File: src/rtl/lirq_pkg.sv
package lirq_pkg;
  localparam int ADDR_W = 12;
  localparam int NSRC_DEF = 16;
  localparam logic [ADDR_W-1:0] OFF_MASK = 12'h200;
  localparam logic [ADDR_W-1:0] OFF_PEND = 12'h202;
  localparam logic [ADDR_W-1:0] OFF_ME = 12'h208;
  localparam logic [ADDR_W-1:0] OFF_ME_HI = 12'h209;
endpackage

File: src/rtl/lirq_bank.sv
module lirq_bank #(
  parameter int W = 16,
  parameter bit W1C = 1'b0
) (
  input  logic           clk,
  input  logic           rst_n,
  input  logic           step,
  input  logic [W/8-1:0] wr_be,
  input  logic [7:0]     wr_byte,
  input  logic [W-1:0]   set_vec,
  output logic [W-1:0]   stg,
  output logic [W-1:0]   eff
);
  localparam int NB = W / 8;
  logic [W-1:0] stg_nx;

  generate
    for (genvar b = 0; b < NB; b++) begin : g_byte
      if (W1C) begin : g_clr
        assign stg_nx[8*b +: 8] = (stg[8*b +: 8] & ~(wr_be[b] ? wr_byte : 8'h00))
                                  | set_vec[8*b +: 8];
      end else begin : g_ovr
        assign stg_nx[8*b +: 8] = (wr_be[b] ? wr_byte : stg[8*b +: 8])
                                  | set_vec[8*b +: 8];
      end
    end
  endgenerate

  always_ff @(posedge clk or negedge rst_n) begin
    if (!rst_n) begin
      stg <= '0;
      eff <= '0;
    end else begin
      stg <= stg_nx;
      if (step) eff <= stg;
    end
  end

  p_commit_r2: assert property (@(posedge clk) disable iff (!rst_n)
    step |=> (eff == $past(stg)));
  p_hold_r8: assert property (@(posedge clk) disable iff (!rst_n)
    !step |=> $stable(eff));
  p_set_wins_r6: assert property (@(posedge clk) disable iff (!rst_n)
    (set_vec != '0) |=> ((stg & $past(set_vec)) == $past(set_vec)));
endmodule

File: src/rtl/lirq_regfile.sv
module lirq_regfile
  import lirq_pkg::*;
#(
  parameter int NSRC = NSRC_DEF
) (
  input  logic              clk,
  input  logic              rst_n,
  input  logic              step,
  input  logic              bus_we,
  input  logic [ADDR_W-1:0] bus_addr,
  input  logic [7:0]        bus_wdata,
  output logic [7:0]        bus_rdata,
  input  logic [NSRC-1:0]   src_set,
  output logic              me_eff,
  output logic [NSRC-1:0]   mask_eff,
  output logic [NSRC-1:0]   pend_eff
);
  localparam int NB = NSRC / 8;

  logic [NB-1:0]   mask_hit, pend_hit;
  logic [NSRC-1:0] mask_stg, pend_stg;
  logic            me_stg;
  logic            me_hit;

  generate
    for (genvar b = 0; b < NB; b++) begin : g_dec
      assign mask_hit[b] = (bus_addr == OFF_MASK + ADDR_W'(b));
      assign pend_hit[b] = (bus_addr == OFF_PEND + ADDR_W'(b));
    end
  endgenerate
  assign me_hit = (bus_addr == OFF_ME);

  lirq_bank #(.W(NSRC), .W1C(1'b0)) u_mask (
    .clk(clk), .rst_n(rst_n), .step(step),
    .wr_be({NB{bus_we}} & mask_hit), .wr_byte(bus_wdata),
    .set_vec('0), .stg(mask_stg), .eff(mask_eff)
  );

  lirq_bank #(.W(NSRC), .W1C(1'b1)) u_pend (
    .clk(clk), .rst_n(rst_n), .step(step),
    .wr_be({NB{bus_we}} & pend_hit), .wr_byte(bus_wdata),
    .set_vec(src_set), .stg(pend_stg), .eff(pend_eff)
  );

  always_ff @(posedge clk or negedge rst_n) begin
    if (!rst_n) begin
      me_stg <= 1'b0;
      me_eff <= 1'b0;
    end else begin
      if (bus_we && me_hit) me_stg <= bus_wdata[0];
      if (step) me_eff <= me_stg;
    end
  end

  always_comb begin
    bus_rdata = 8'h00;
    for (int k = 0; k < NB; k++) begin
      if (mask_hit[k]) bus_rdata = mask_eff[8*k +: 8];
      if (pend_hit[k]) bus_rdata = pend_eff[8*k +: 8];
    end
    if (me_hit) bus_rdata = {7'b0, me_eff};
  end

  p_me_commit_r3: assert property (@(posedge clk) disable iff (!rst_n)
    step |=> (me_eff == $past(me_stg)));
  p_me_read_r3: assert property (@(posedge clk) disable iff (!rst_n)
    me_hit |-> (bus_rdata[7:1] == 7'b0));
  p_hi_ignored_r4: assert property (@(posedge clk) disable iff (!rst_n)
    (bus_we && bus_addr == OFF_ME_HI && src_set == '0)
      |=> ($stable(me_stg) && $stable(mask_stg) && $stable(pend_stg)));
endmodule

File: src/rtl/lirq_req.sv
module lirq_req #(
  parameter int NSRC = 16
) (
  input  logic            clk,
  input  logic            rst_n,
  input  logic            step,
  input  logic            me_eff,
  input  logic [NSRC-1:0] mask_eff,
  input  logic [NSRC-1:0] pend_eff,
  output logic            irq_out
);
  logic req_q;

  always_ff @(posedge clk or negedge rst_n) begin
    if (!rst_n) begin
      req_q   <= 1'b0;
      irq_out <= 1'b0;
    end else if (step) begin
      req_q   <= me_eff & |(mask_eff & pend_eff);
      irq_out <= req_q;
    end
  end

  p_delay_r7: assert property (@(posedge clk) disable iff (!rst_n)
    step |=> (irq_out == $past(req_q)));
  p_gate_r7: assert property (@(posedge clk) disable iff (!rst_n)
    (step && !me_eff) |=> !req_q);
  p_hold_r8: assert property (@(posedge clk) disable iff (!rst_n)
    !step |=> ($stable(req_q) && $stable(irq_out)));
endmodule

File: src/rtl/lirq_sample.sv
module lirq_sample (
  input  logic clk,
  input  logic rst_n,
  input  logic fetch_smp,
  input  logic irq_out,
  input  logic core_idis,
  output logic irq_seen,
  output logic irq_take
);
  always_ff @(posedge clk or negedge rst_n) begin
    if (!rst_n) begin
      irq_seen <= 1'b0;
      irq_take <= 1'b0;
    end else if (fetch_smp) begin
      irq_seen <= irq_out;
      irq_take <= irq_out & ~core_idis;
    end
  end

  p_capture_r9: assert property (@(posedge clk) disable iff (!rst_n)
    fetch_smp |=> (irq_seen == $past(irq_out)));
  p_hold_r9: assert property (@(posedge clk) disable iff (!rst_n)
    !fetch_smp |=> ($stable(irq_seen) && $stable(irq_take)));
  p_take_needs_req_r9: assert property (@(posedge clk) disable iff (!rst_n)
    irq_take |-> irq_seen);
endmodule

File: src/rtl/lirq_ctrl.sv
module lirq_ctrl
  import lirq_pkg::*;
#(
  parameter int NSRC = NSRC_DEF
) (
  input  logic              clk,
  input  logic              rst_n,
  input  logic              step_en,
  input  logic              bus_we,
  input  logic [ADDR_W-1:0] bus_addr,
  input  logic [7:0]        bus_wdata,
  output logic [7:0]        bus_rdata,
  input  logic [NSRC-1:0]   src_set,
  output logic              irq_out,
  input  logic              fetch_smp,
  input  logic              core_idis,
  output logic              irq_seen,
  output logic              irq_take
);
  logic            me_eff;
  logic [NSRC-1:0] mask_eff, pend_eff;

  lirq_regfile #(.NSRC(NSRC)) u_regs (
    .clk(clk), .rst_n(rst_n), .step(step_en),
    .bus_we(bus_we), .bus_addr(bus_addr), .bus_wdata(bus_wdata),
    .bus_rdata(bus_rdata), .src_set(src_set),
    .me_eff(me_eff), .mask_eff(mask_eff), .pend_eff(pend_eff)
  );

  lirq_req #(.NSRC(NSRC)) u_req (
    .clk(clk), .rst_n(rst_n), .step(step_en),
    .me_eff(me_eff), .mask_eff(mask_eff), .pend_eff(pend_eff),
    .irq_out(irq_out)
  );

  lirq_sample u_smp (
    .clk(clk), .rst_n(rst_n), .fetch_smp(fetch_smp),
    .irq_out(irq_out), .core_idis(core_idis),
    .irq_seen(irq_seen), .irq_take(irq_take)
  );

  p_reset_r1: assert property (@(posedge clk) disable iff (!rst_n)
    $rose(rst_n) |-> (!irq_out && !irq_seen && !irq_take));
endmodule

File: config.mk
export PLATFORM = sky130hd
export DESIGN_NAME = lirq_ctrl
export DESIGN_NICKNAME = d
export VERILOG_FILES = /design/src/rtl/lirq_pkg.sv /design/src/rtl/lirq_bank.sv /design/src/rtl/lirq_regfile.sv /design/src/rtl/lirq_req.sv /design/src/rtl/lirq_sample.sv /design/src/rtl/lirq_ctrl.sv
export SDC_FILE = /design/constraint.sdc
export NUM_CORES = 1
export LEC_CHECK = 0
export ABC_AREA = 1
export BUFFER_PORTS_ARGS = -buffer_cell sky130_fd_sc_hd__buf_2
export CORE_MARGIN = 2
export CORE_UTILIZATION = 45
export CTS_BUF_LIST = sky130_fd_sc_hd__clkbuf_16
export CTS_CLUSTER_DIAMETER = 100
export DETAILED_ROUTE_END_ITERATION = 16
export PLACE_DENSITY_LB_ADDON = 0.2
export SLEW_MARGIN = 20
export SYNTH_ARGS = -nofsm -noshare
export SYNTH_HDL_FRONTEND = slang
export SYNTH_SLANG_ARGS = --single-unit
File: constraint.sdc
create_clock -name clk -period 2.9 [get_ports clk]
set_clock_uncertainty 0.15 [all_clocks]
set_input_delay 0.58 -clock clk [delete_from_list [all_inputs] [get_ports clk]]
set_output_delay 0.58 -clock clk [all_outputs]
set_load 0.05 [all_outputs]
After elaboration in Yosys (flattened, before gate mapping) --
Cells that the tools add are included.
Storage, ports and cells: register bits after elaboration 70, input bits 42, output and inout bits 11, logic and storage cells 37
Cells by class: equal/unequal tests 5, multiplexer cells 7, bitwise gates (word level) 12, reduce and logical (&&, ||, !) cells 2
Operator list (count):
- $eq 12x10->1 const B | 5
- $mux 8 | 7
- $and 16x16->16 | 1
- $and 8x8->8 | 2
- $not 8->8 | 2
- $or 8x8->8 | 2
- $reduce_or 16->1 | 1
- $and 2x2->2 | 2
- $and 1x1->1 | 2
- $logic_and 1x1->1 | 1
- $not 1->1 | 1

Depth between registers and ports, before layout --
depth after elaboration 6, mapped depth 10, mapped depth without buffers 9

Hierarchy --
A second synthesis with hierarchy kept.
Second synthesis, totals: cell total of the unflattened synthesis 444, area, all modules 3394.5 sq um
By module, submodules not included:
- lirq_bank at u_regs.u_mask | instances 1, cells an instance 151, area an instance 1298.7 sq um, sequential area each 800.8 sq um
- lirq_bank at u_regs.u_pend | instances 1, cells an instance 149, area an instance 1271.2 sq um, sequential area each 800.8 sq um
- lirq_regfile | instances 1, cells an instance 93, area an instance 545.5 sq um, sequential area each 50.0 sq um
- lirq_req | instances 1, cells an instance 41, area an instance 197.7 sq um, sequential area each 50.0 sq um
- lirq_sample | instances 1, cells an instance 10, area an instance 81.3 sq um, sequential area each 50.0 sq um

Worst setup path after synthesis --
No wires, ideal clock.
path type in2out, start point input bus_addr[5], end point output bus_rdata[1], data arrival time 2.042 ns, required time 2.170 ns, setup slack 0.128 ns, stages on the path 9, path buffers 2, cells stage by stage nor2_1 -> nand2_2 -> nor2_8 -> buf_8 -> buf_6 -> nand3_1 -> nand2_1 -> nor2_1 -> nor2_1
Between the ends: cells in the longest elaborated chain, start to end 6, elaborated cells between the ends (all ways) 10, classes of those cells eq/ne: 5; mux: 5
RTL lines:
- from (decl) | RTL line lirq_ctrl.sv:10 | input logic [ADDR_W-1:0] bus_addr,
- $eq 12x10->1 | RTL line lirq_regfile.sv:27 | assign mask_hit[b] = (bus_addr == OFF_MASK + ADDR_W'(b));
- $mux 8 | RTL line lirq_regfile.sv:58 | if (mask_hit[k]) bus_rdata = mask_eff[8*k +: 8];
- $mux 8 | RTL line lirq_regfile.sv:59 | if (pend_hit[k]) bus_rdata = pend_eff[8*k +: 8];
- $mux 8 | RTL line lirq_regfile.sv:58
- $mux 8 | RTL line lirq_regfile.sv:59
- $mux 8 (*) | RTL line lirq_regfile.sv:61 | if (me_hit) bus_rdata = {7'b0, me_eff};
- to (decl) | RTL line lirq_ctrl.sv:12 | output logic [7:0] bus_rdata,
Mark *: on every way between the ends. The rest lies on a longest branch, timed or not.

Worst setup path after layout --
start point input bus_addr[3], end point output bus_rdata[6]
Same word-level chain as after synthesis.

==> summary by stage <==
Global route
The first global-routing pass estimated ~14 mm of wire. Global routing consumed, over all layers together, 21.6% of the routing resources. The number of antenna violations at the first check in global routing is 0.

Entering global routing, the biggest net connects between 40 and 50 pins. Global routing finished with a remaining overflow of 0. The number of global-route vias before repair is around 3000.

Timing
Setup repair after global routing left no endpoint under its margin. In this run the tightest slew margin relative to its limit is between 40 and 50%. The maximum operating frequency is approximately 380 MHz. The hold violation total from the final report is 0. Setup violations remaining at the end of the flow were counted as 0.

The number of pins exceeding their max-slew limit in the final report is 0. The final critical path takes up ~92% of the cycle. The worst-case setup margin in the final layout is ~0.23 ns. The worst hold slack is about 0.059 ns.

For the pin with the worst max-slew slack, the measured transition is around 0.84 ns. Summed over all failing endpoints, the final setup total negative slack is 0 ns. The final period demand of the worst path is between 2 and 3 ns.

Critical path
The worst setup path is of the in2out kind. The longest individual stage delay on the worst path is ~0.27 ns. For this design, the slowest cell found on the critical path is nor2_1. The maximum fanout encountered on the critical timing path is 7. The worst setup path is launched from an input port. STA classifies the critical path endpoint as an output port. Traced cell by cell, the critical path runs through buf_2 -> inv_2 -> nand2_1 -> nor2_1 -> nand2_2 -> o21ai_0 -> nor2_1 -> nor2_1 -> buf_2. The endpoint required time on the critical path is roughly 2.2 ns. Counting stages on the worst path, the most repeated cell is nor2_1.

The depth of the worst register-to-register path is 6. At the worst endpoint, the arrival time is between 1.5 and 2 ns.

Synth
The share of cell area taken by muxes after synthesis is 0%. The mapped netlist covers roughly 3300 µm². The main flop type after synthesis is dfrtp_1. The combinational family with the most area after synthesis is simple AND/OR/NAND/NOR gates. The xor/xnor cell area share of the yosys netlist is 0%.

The register area share after synthesis is 52.9%. The number of flip-flops and latches in the synthesized netlist is 70. The mean instance size in the synthesized netlist is 7.90 µm². Synthesis handed over a netlist of about 420 instances. The adder and majority gate portion of the synthesized area is 0%. The area share of the largest cell type after synthesis is between 50% and 60%.

The synthesized design contains 0 enable-type register cells. The simple logic cell fraction of the synthesized area is just under 30%. Summing the areas of all compound-gate instances in the mapped netlist gives between 10% and 20% of the synthesized area. The number of different library cells used by synthesis comes to 28. The cell taking the most area after synthesis is dfrtp_1.

After synthesis, the share of flip-flops with an asynchronous set or reset is 100%. For this run, the number of Yosys warnings is 0. After synthesis, the cell types taking the most area are dfrtp_1 53%, nand2_1 19%, o21ai_0 5.4%, inv_1 5.0%, nor2_1 3.1%.

The total nets after synthesis is between 400 and 500.

Layout
At the end of the flow, the number of nets in the layout was 518. Of the cells placed in the final design, the portion with a size suffix greater than 1 is between 20% and 30%. The number of antenna diodes is 0.

From synthesis to final layout, the design area changed by 20.3%. Fill cells in the final layout number between 600 and 700.

Placed design
At the placement stage, the worst setup path has a slack of 0.169 ns. The HPWL after detailed placement is 5.50 mm. Routability-driven placement finished with a final weighted congestion of slightly below 0.9. Port buffering added between 50 and 60 buffers.

Flow run
The number of max-cap violations is 0.

CTS
Clock tree synthesis found a total of 70 sinks. Clock latency on the worst-skew pair, taken at its later pin, is about 0.33 ns. The clock-pin slew of the registers on the worst-case setup and hold paths is about 0.050 ns. The H-tree was split into 3 levels. The buffer type at the clock tree root is clkbuf_16. The worst-case clock buffer depth is 2. The number of clock buffers inserted by TritonCTS is 9. Buffers inserted to repair hold after CTS numbered 0. The CTS tree is yes.

Pwr
The power density over the cells is about 570 nW/µm². For this design the static power due to leakage is between 0.002 and 0.0025 µW. IR analysis of the VDD net gives a maximum drop of approximately 0.00036 V. The post-route total power is roughly 2300 µW.

Die
The area of the placeable core is 7180 µm². The initial cell density of the core is 46.1%. The total die area is 8060 µm².

The die boundary width is approximately 90 µm. Row generation in the floorplan step produced 31 rows. The count of boundary I/O pins is between 50 and 60. The die height is ~90 µm.

Min path
The class of the tightest hold or removal check is in2async.

Drt
The number of design-rule violations left by the first detailed-router iteration is ~180. Summing over every cut layer, the via total after detailed routing is between 2000 and 3000. The number of nets still failing antenna checks after routing is 0. The average wire per cell in the routed design is between 10 and 15 µm. The remaining routing DRC violations is 0. The number of detailed-route iterations in the first pass is 4. The highest metal layer carrying signal wires in the routed design is met4. The detailed router put a total of 3.40 mm of wire on met1. The number of vias per cell after detailed routing is 4.82.

The total detailed-routing wirelength is 7.91 mm. Wire segments on met2 add up to 3.89 mm in the final route. The routed wire length on met3 is between 300 and 400 µm.

Run status
The run finished with clean final reports.
[logic make-up (layout without fill, tap and decap cells)]
| kind of cell | count (synthesis) | count (layout) |
|---|---|---|
| flops | 70 | 70 |
| buf+inv | 60 | 122 |
| simple gates | 228 | 228 |
| compound gates | 61 | 61 |
[area by class of cell]
type / instances / area, µm² / area share, %
multi-input cells: 289 / 1300 / 32.7
well taps: 99 / 124 / 3.11
flip-flops and latches: 70 / 1750 / 44.0
clock inverters: 7 / 88.8 / 2.23
repair buffers: 58 / 308 / 7.73
clock buffers: 9 / 225 / 5.66
inverters: 48 / 181 / 4.56
[final timing paths]
kind	start	slack [ns]	end
worst max-delay path	bus_addr[3]	0.23	bus_rdata[6]
worst min-delay path	rst_n	0.06	u_regs.u_pend.stg[7]
worst max register to register	u_regs.u_mask.eff[15]	1.67	u_req.req_q
worst min register to register	u_regs.u_pend.stg[6]	0.31	u_regs.u_pend.stg[6]
max in group asynchronous	rst_n	1.75	u_regs.u_mask.eff[9]
min in group clk	core_idis	0.27	u_smp.irq_take
[cells in the mapped netlist (2+ instances only)]
cell type,number
buf_6,2
inv_1,44
nor2_1,27
dfrtp_1,70
inv_2,3
nand3_1,18
o21ai_1,13
o21ai_0,36
nand2_2,6
nor3_1,2
buf_2,2
clkbuf_1,6
nand2_1,168
o21ai_2,8
[timing repair]
item | CTS | global route
gates resized for setup | 0 | 1
endpoints found under the setup margin | 0 | 1
setup buffers | 0 | 2
[report_power, final]
part           leakage [µW]  internal (µW)  switching [µW]
logic               0.00113           39.5            83.0
registers          0.000843            995            16.3
clock network      0.000150            746             405
total               0.00213           1780             505
[routing by layer]
metal	vias up	global-route usage, %
li1	1419	-
met1	1287	26.3
met2	73	36.7
met3	17	3.44
met4	0	11.9
met5	-	0
[registers in the layout (all words and copies together), names as in the netlist]
name,cells
u_regs.u_pend.stg,16
u_smp.irq_take,1
u_regs.me_stg,1
u_req.irq_out,1
u_smp.irq_seen,1
u_regs.u_mask.eff,16
u_req.req_q,1
u_regs.u_mask.stg,16
u_regs.me_eff,1
u_regs.u_pend.eff,16
[layout by cell type, fill, tap and decap left out, drive strengths merged, types with 2 or more instances in the layout]
cell	n
dfrtp	70
inv	47
clkbuf	10
nand2	175
buf	57
o21ai	57
nor3	3
nor2	30
bufinv	2
nand3	20
clkinv	5
[through the flow]
step           util, %  instances  area [µm²]
6_report          55.5        580        3980
5_1_grt           55.5        580        3980
4_1_cts           55.3        578        3970
3_5_place_dp      50.9        562        3650
3_3_place_gp      50.9        562        3650
2_1_floorplan        -        419        3310
[worst max-delay path, delay by kind of cell]
| kind | cells | cell delay [ns] |
|---|---|---|
| AO/OA/AOI/OAI | 1 | 0.24 |
| buffers and inverters | 3 | 0.43 |
| AND/OR/NAND/NOR | 5 | 0.69 |
Power figures use the tool's default switching activity.
